[src/rtl/pe_seq_pkg.sv]
package pe_seq_pkg;
  typedef enum logic [1:0] {
    OP_ERASE     = 2'b00,
    OP_WRITE     = 2'b01,
    OP_ERASE_ALL = 2'b10,
    OP_WRITE_ALL = 2'b11
  } pe_op_e;

  function automatic logic op_is_bulk(input pe_op_e op);
    return op[1];
  endfunction

  function automatic logic op_has_data(input pe_op_e op);
    return op[0];
  endfunction
endpackage

[src/rtl/pe_timer.sv]
module pe_timer #(
  parameter int WORD_CYCLES = 30,
  parameter int BULK_CYCLES = 50,
  localparam int CntW = $clog2(BULK_CYCLES + 1)
) (
  input  logic clk_i,
  input  logic rst_ni,
  input  logic start_i,
  input  logic bulk_i,
  output logic busy_o,
  output logic last_o
);
  localparam logic [CntW-1:0] WordLoad = CntW'(WORD_CYCLES - 1);
  localparam logic [CntW-1:0] BulkLoad = CntW'(BULK_CYCLES - 1);

  logic [CntW-1:0] cnt_q;
  logic            busy_q;

  always_ff @(posedge clk_i or negedge rst_ni) begin
    if (!rst_ni) begin
      busy_q <= 1'b0;
      cnt_q  <= '0;
    end else if (start_i) begin
      busy_q <= 1'b1;
      cnt_q  <= bulk_i ? BulkLoad : WordLoad;
    end else if (busy_q) begin
      if (cnt_q == '0) busy_q <= 1'b0;
      else             cnt_q  <= cnt_q - 1'b1;
    end
  end

  assign busy_o = busy_q;
  assign last_o = busy_q && (cnt_q == '0);
endmodule

[src/rtl/pe_status.sv]
module pe_status (
  input  logic clk_i,
  input  logic rst_ni,
  input  logic start_i,
  input  logic busy_i,
  input  logic cs_i,
  input  logic sk_rise_i,
  input  logic di_i,
  output logic do_o,
  output logic do_oe_o
);
  logic stat_q;

  // dummy 1 only honoured when ready
  always_ff @(posedge clk_i or negedge rst_ni) begin
    if (!rst_ni)                                        stat_q <= 1'b0;
    else if (start_i)                                   stat_q <= 1'b1;
    else if (stat_q && cs_i && sk_rise_i && di_i && !busy_i) stat_q <= 1'b0;
  end

  assign do_oe_o = cs_i & stat_q;
  assign do_o    = do_oe_o & ~busy_i;
endmodule

[src/rtl/pe_array.sv]
module pe_array
  import pe_seq_pkg::*;
#(
  parameter int ADDR_W = 6,
  parameter int DATA_W = 16,
  localparam int Depth = 1 << ADDR_W
) (
  input  logic              clk_i,
  input  logic              rst_ni,
  input  logic              upd_i,
  input  pe_op_e            op_i,
  input  logic [ADDR_W-1:0] addr_i,
  input  logic [DATA_W-1:0] data_i,
  input  logic [ADDR_W-1:0] rd_addr_i,
  output logic [DATA_W-1:0] rd_data_o
);
  logic [DATA_W-1:0] words [Depth];
  logic [DATA_W-1:0] new_val;

  // auto-clear then program collapses to a plain store
  assign new_val = op_has_data(op_i) ? data_i : '1;

  for (genvar w = 0; w < Depth; w++) begin : g_word
    logic [DATA_W-1:0] word_q;
    logic              hit;
    assign hit = upd_i && (op_is_bulk(op_i) || (addr_i == ADDR_W'(w)));
    always_ff @(posedge clk_i or negedge rst_ni) begin
      if (!rst_ni)  word_q <= '1;
      else if (hit) word_q <= new_val;
    end
    assign words[w] = word_q;
  end

  assign rd_data_o = words[rd_addr_i];
endmodule

[src/rtl/pe_seq.sv]
module pe_seq
  import pe_seq_pkg::*;
#(
  parameter int ADDR_W      = 6,
  parameter int DATA_W      = 16,
  parameter int WORD_CYCLES = 30,
  parameter int BULK_CYCLES = 50
) (
  input  logic              clk_i,
  input  logic              rst_ni,
  input  logic              cmd_valid_i,
  input  logic [1:0]        cmd_op_i,
  input  logic [ADDR_W-1:0] cmd_addr_i,
  input  logic [DATA_W-1:0] cmd_data_i,
  input  logic              cs_i,
  input  logic              sk_rise_i,
  input  logic              di_i,
  input  logic [ADDR_W-1:0] rd_addr_i,
  output logic [DATA_W-1:0] rd_data_o,
  output logic              busy_o,
  output logic              do_o,
  output logic              do_oe_o,
  output logic              dropped_o
);
  logic              cs_q, pend_q, drop_q;
  pe_op_e            op_q;
  logic [ADDR_W-1:0] addr_q;
  logic [DATA_W-1:0] data_q;
  logic              busy, last, start, accept;

  assign start  = cs_q && !cs_i && pend_q && !busy;
  assign accept = cmd_valid_i && !busy;

  always_ff @(posedge clk_i or negedge rst_ni) begin
    if (!rst_ni) begin
      cs_q   <= 1'b0;
      pend_q <= 1'b0;
      drop_q <= 1'b0;
      op_q   <= OP_ERASE;
      addr_q <= '0;
      data_q <= '0;
    end else begin
      cs_q <= cs_i;
      if (cmd_valid_i && busy) drop_q <= 1'b1;
      if (start) pend_q <= 1'b0;
      else if (accept) begin
        pend_q <= 1'b1;
        op_q   <= pe_op_e'(cmd_op_i);
        addr_q <= cmd_addr_i;
        data_q <= cmd_data_i;
      end
    end
  end

  pe_timer #(.WORD_CYCLES(WORD_CYCLES), .BULK_CYCLES(BULK_CYCLES)) u_timer (
    .clk_i, .rst_ni, .start_i(start), .bulk_i(op_is_bulk(op_q)),
    .busy_o(busy), .last_o(last)
  );

  pe_status u_status (
    .clk_i, .rst_ni, .start_i(start), .busy_i(busy), .cs_i,
    .sk_rise_i, .di_i, .do_o, .do_oe_o
  );

  pe_array #(.ADDR_W(ADDR_W), .DATA_W(DATA_W)) u_array (
    .clk_i, .rst_ni, .upd_i(last), .op_i(op_q), .addr_i(addr_q),
    .data_i(data_q), .rd_addr_i, .rd_data_o
  );

  assign busy_o    = busy;
  assign dropped_o = drop_q;
endmodule

[config.mk]
export PLATFORM = sky130hd
export DESIGN_NAME = pe_seq
export DESIGN_NICKNAME = d
export VERILOG_FILES = /design/src/rtl/pe_seq_pkg.sv /design/src/rtl/pe_timer.sv /design/src/rtl/pe_status.sv /design/src/rtl/pe_array.sv /design/src/rtl/pe_seq.sv
export SDC_FILE = /design/constraint.sdc
export NUM_CORES = 2
export LEC_CHECK = 0
export ABC_CLOCK_PERIOD_IN_PS = 5400
export BUFFER_PORTS_ARGS = -buffer_cell sky130_fd_sc_hd__buf_2
export CAP_MARGIN = 5
export CELL_PAD_IN_SITES_DETAIL_PLACEMENT = 2
export CELL_PAD_IN_SITES_GLOBAL_PLACEMENT = 2
export CORE_MARGIN = 8
export CORE_UTILIZATION = 39
export DETAILED_ROUTE_END_ITERATION = 10
export PLACE_DENSITY = 0.72
export SYNTH_ARGS = -nofsm -noshare
export SYNTH_HDL_FRONTEND = slang
export SYNTH_SLANG_ARGS = --single-unit
[constraint.sdc]
create_clock -name clk_i -period 5.4 [get_ports clk_i]
set_input_delay 1.08 -clock clk_i [delete_from_list [all_inputs] [get_ports clk_i]]
set_output_delay 1.08 -clock clk_i [all_outputs]
set_load 0.1 [all_outputs]
Yosys cells after proc, flatten, opt, wreduce, memory -nomap -nowiden
Cells that the tools add are included.
W data, S select, Z words.
{"block": "op_classes", "n_addsub": 1, "mul": 0, "n_div": 0, "n_lt_le_gt_ge": 1, "eq_ne": 64, "shifts": 0, "n_mux": 15, "n_bitwise": 5, "n_reduce_logical": 147}
{"operator": "$eq A6 B6 Y1 const B", "n": 32}
{"operator": "$bmux W16 S6", "n": 1}
{"operator": "$eq A6 B5 Y1 const B", "n": 16}
{"operator": "$logic_and A1 B1 Y1", "n": 74}
{"operator": "$logic_or A1 B1 Y1", "n": 64}
{"operator": "$eq A6 B4 Y1 const B", "n": 8}
{"operator": "$mux W16", "n": 3}
{"operator": "$eq A6 B3 Y1 const B", "n": 4}
{"operator": "$mux W6", "n": 4}
{"operator": "$eq A6 B2 Y1 const B", "n": 2}
{"operator": "$logic_not A6 Y1", "n": 2}
{"operator": "$ge A7 B7 Y1 const B", "n": 1}
{"operator": "$mux W1", "n": 7}
{"operator": "$not A6 Y7", "n": 1}
{"operator": "$eq A6 B1 Y1 const B", "n": 1}
{"operator": "$reduce_bool A2 Y1", "n": 3}
{"operator": "$sub A6 B1 Y6 const B", "n": 1}
{"operator": "$reduce_and A2 Y1", "n": 2}
{"operator": "$and A1 B1 Y1", "n": 2}
{"operator": "$logic_not A1 Y1", "n": 2}
{"operator": "$ne A2 B2 Y1 const B", "n": 1}
{"operator": "$not A1 Y1", "n": 2}
{"block": "word_totals", "register_bits": 1059, "latch_bits": 0, "ram_bits": 0, "rom_bits": 0, "inputBits": 36, "word_cells": 306, "n_memories": 0}

Longest topological paths before layout
{"block": "depth", "ltp_word": 6, "ltp_mapped": 10}

Cells and area by module
From an unflattened synthesis, not the netlist that was laid out.
{"block": "unflattened", "cells_unflattened": 4329, "area_unflattened_um2": 48560.3}
{"mod": "pe_array", "instances": 1, "cells_per_inst": 4220, "area_each_um2": 46948.8, "seq_area_each_um2": 26905.8}
{"mod": "pe_seq", "instances": 1, "cells_per_inst": 60, "area_each_um2": 1126.1, "seq_area_each_um2": 675.6}
{"mod": "pe_timer", "instances": 1, "cells_per_inst": 44, "area_each_um2": 431.7, "seq_area_each_um2": 175.2}
{"mod": "pe_status", "instances": 1, "cells_per_inst": 5, "area_each_um2": 53.8, "seq_area_each_um2": 25.0}

Least setup slack after synthesis
No wires, ideal clock.
{"block": "synth_path", "path_kind": "input to output", "from": "input rd_addr_i[0]", "to": "output rd_data_o[0]", "arrival_ns": 3.848, "path_slack_ns": 0.472, "cell_stages": 9, "cell_sequence": "clkbuf_1 -> buf_2 -> buf_2 -> nor2b_1 -> clkbuf_1 -> a22oi_1 -> nand3_1 -> o31ai_1 -> nor2_1"}
{"block": "synth_between", "elab_chain_len": 4}
{"item": "start: declaration", "line": "pe_seq.sv:18", "text": "input logic [ADDR_W-1:0] rd_addr_i,"}
{"item": "$not A6 Y7 (not written as such)", "line": "pe_array.sv:34", "text": "assign rd_data_o = words[rd_addr_i];"}
{"item": "$bmux W16 S6", "line": "pe_array.sv:34"}
{"item": "$mux W16 (not written as such) (2 in a row)", "line": "pe_array.sv:34"}
{"item": "end: declaration", "line": "pe_seq.sv:19", "text": "output logic [DATA_W-1:0] rd_data_o,"}
No other way between the ends. The select of a mux whose other input is x is not followed.

Worst setup path after layout
{"block": "layout_path", "from": "input rd_addr_i[1]", "to": "output rd_data_o[4]"}
The elaborated chain is that of the path after synthesis.

==> impl_metrics.py <==
metrics = {
    "cts": {
        "clk_pin_slew_worst_paths_ps": 60,
        "ctsResizeCount": 0,
        "holdBufCountCts": 0,
        "worstSkewPairLatency_ps": 740,
        "cts-htree-levels": 3,
        "cts-buffers-inserted": 117,
        "post_cts_buffers": 0,
        "cts_tree": "built",
        "cts_max_path_buffers": 3,
        "cts.sinks": 1059,
        "root_buffer": "clkbuf_16",
    },
    "timing": {
        "fin_setup_tns_ps": 0,
        "relSlewSlack_pct": 14.2,
        "report.final.hold_viol_count": 0,
        "rsz0062_at_grt": "no",
        "period_share_pct": 90.9,
        "fin_skew_ps": 30.2,
        "hold_ws_ps": 387,
        "slew_violations": 0,
        "setup_violations": 0,
        "max_slew.worst_pin.slew_ps": 1280,
        "max_freq_mhz": 204,
        "period_needed_ps": 4910,
    },
    "flow_run": {
        "max_cap_violations": 0,
    },
    "critical_path": {
        "r2r_start": "u_timer.cnt_q[0]",
        "crit_type": "in2out",
        "cp.arrival_ps": 3830,
        "cp-start-kind": "input pin",
        "ff2ff_setup_slack_ps": 1730,
        "crit_top_cell": "buf_4",
        "endpoint_kind": "primary output",
        "reg2regPathDepth": 8,
        "slowest_delay_ps": 510,
        "cp_slowest_cell": "mux4_2",
        "worstPathRequired_ps": 4320,
        "crit_chain": "clkbuf_8 -> buf_4 -> mux4_2 -> a22oi_1 -> nand3_1 -> o31ai_1 -> buf_4 -> nor2_1 -> buf_4 -> buf_12",
        "cp_max_fo": 43,
        "worstReg2RegEnd": "u_array.g_word[38].word_q[6]",
    },
    "placement": {
        "io_buffer_count": 55,
        "postPlaceCellArea_um2": 50700,
        "globalplace.congestion": 0.780,
        "dpl.hpwl_um": 99500,
    },
    "synthesis": {
        "synthFlopType": "dfstp_2",
        "avgSynthCellArea_um2": 11.3,
        "ys_seq_area_share_pct": 56.4,
        "ys_ff_latch": 1059,
        "netlist_instances": 4357,
        "async_flop_share_pct": 100,
        "syn-num-nets": 4395,
        "synth_top_area_share_pct": 54.6,
        "synth-edff-count": 0,
        "yosys.cell_types.count": 46,
        "synthesis.area_um2": 49200,
        "ys_top_cells_by_area": "dfstp_2 (55%), mux4_2 (10%), a21oi_1 (9.4%), nor2_1 (8.1%), a21oi_2 (3.0%)",
        "synth_area_leader_cell": "dfstp_2",
        "ys.warnings.count": 0,
    },
    "finish": {
        "fin_nets": 4260,
        "syn_to_final_growth_pct": 11.1,
        "drive_gt1_share_pct": 45.3,
        "fin_area_um2": 54700,
        "antennaDiodeCount": 0,
        "n_fill_cell": 12563,
    },
    "drt": {
        "postRouteAntennaNets": 0,
        "wl_um": 159000,
        "wl_per_cell_um": 26.6,
        "viasPerCell": 5.76,
        "vias": 34404,
        "dr.first_iter.drc_count": 1860,
        "dr.pass1.iters": 5,
        "drc": 0,
    },
    "power": {
        "ir_worst_vdd_mv": 0.269,
        "leakage_nw": 20.2,
        "pwr_density_cell_nw_per_um2": 316,
    },
    "floorplanning": {
        "rows": 130,
        "ios": 56,
        "die_width_um": 371,
        "initial_utilization_pct": 39.3,
        "core_um2": 125000,
        "dieArea_um2": 138000,
        "die_y_um": 371,
    },
    "run_status": {
        "status": "finished, final reports clean",
    },
    "global_route": {
        "grt_pass1_vias": 38680,
        "grt_overflow": 0,
        "antenna_found_initial": 3,
        "grt_max_degree": 138,
        "grt_util_all_layers_pct": 23.1,
        "grt_pass1_wl_um": 245000,
    },
    "worst_hold_path": {
        "hp-class": "in2async",
    },
}
==> layout by cell type (no fill, tap or decap), drive strengths merged, types with 21 or more instances in the layout <==
| cell | instances |
|---|---|
| o22ai | 22 |
| clkbuf | 188 |
| clkinv | 22 |
| nand4 | 21 |
| mux2i | 23 |
| nor2 | 1125 |
| dfrtp | 35 |
| mux2 | 90 |
| buf | 176 |
| mux4 | 223 |
| nand2 | 42 |
| a22oi | 75 |
| dfstp | 1024 |
| nor2b | 27 |
| a21oi | 1093 |
| nand3 | 38 |
==> critical path: cells and delay by family <==
family                 cells  cell delay [ps]
buffers and inverters      5             1240
and+or+nand+nor            2              380
muxes                      1              510
AOI/OAI and AO/OA          2              520
==> layout make-up <==
class | instances | area [um^2] | area share (%)
inverter | 3 | 11.3 | 0.0206
clock inverter | 32 | 300 | 0.549
clock buffer | 187 | 3680 | 6.72
multi-input combinational | 2864 | 19200 | 35.1
timing repair buffer | 177 | 1670 | 3.06
sequential | 1059 | 27800 | 50.8
tap | 1650 | 2060 | 3.77
==> worst max path at each step <==
stage / startpoint / to / slack, ps / depth (start not counted)
4_1_cts: rd_addr_i[2] / rd_data_o[0] / 500 / 9
6_report: rd_addr_i[1] / rd_data_o[4] / 490 / 10
3_5_place_dp: rd_addr_i[2] / rd_data_o[0] / 530 / 9
5_1_grt: rd_addr_i[1] / rd_data_o[4] / 400 / 10
3_3_place_gp: rd_addr_i[2] / rd_data_o[1] / 530 / 9
2_1_floorplan: rd_addr_i[0] / rd_data_o[0] / 470 / 9
==> synthesized netlist by cell type, types with 3 or more instances <==
master,instances
a21oi_1,925
a21oi_2,168
a221oi_1,11
a22oi_1,75
and2_1,5
and4_1,6
and4b_1,4
buf_1,45
buf_2,79
buf_4,107
buf_6,38
clkbuf_1,162
dfrtp_1,35
dfstp_2,1024
mux2_2,90
mux2i_1,23
mux4_2,223
nand2_1,42
nand2b_1,3
nand3_1,38
nand4_1,21
nor2_1,1065
nor2_4,60
nor2b_1,27
nor3_1,13
nor4b_1,6
nor4bb_1,6
o21ai_0,3
o22ai_1,22
o31ai_1,11
==> cells by family (layout without fill, tap and decap cells) <==
group / count (synthesis) / in the layout / share of synthesized area, %
simple gates: 1304 / 1304 / 11.6
compound gates: 1220 / 1220 / 14.3
flops: 1059 / 1059 / 56.4
buf+inv: 434 / 399 / 4.90
mux: 336 / 336 / 12.7
fa+ha+maj: 2 / 2 / 0.0508
xor+xnor: 2 / 2 / 0.0356
==> registers in the layout, summed over array words and instances (netlist names) <==
name and flops:
cs_q 1, pend_q 1, u_timer.busy_o 1, u_status.stat_q 1, addr_q 6, op_q 2, dropped_o 1, u_array.g_word.word_q 1024
data_q 16, u_timer.cnt_q 6
==> report_power, final <==
group	switching, mW	total (mW)	internal (mW)
combinational	0.762	1.02	0.257
sequential	0.0213	8.01	7.99
clock	3.42	8.26	4.83
total	4.21	17.3	13.1
==> through the flow <==
step	instances	setup WS (ps)	power [mW]	utilization (%)
after floorplan	4357	472	8.60	-
after global placement	5753	526	9.14	40.4
after detailed placement	5753	530	9.15	40.4
after CTS	5972	500	17.5	43.6
after global routing	5972	396	17.8	43.6
final	5972	493	17.3	43.6
==> per-layer routing <==
| metal | global-route usage [%] | part of all wire, % | vias to the layer above |
|---|---|---|---|
| met5 | 0 | 0 | - |
| met4 | 5.97 | 2.4 | 0 |
| met3 | 3.17 | 3.4 | 227 |
| met2 | 39.1 | 49 | 558 |
| met1 | 31.2 | 45 | 18718 |
| li1 | - | - | 14901 |
No activity file was read; power rests on OpenSTA's default activity.
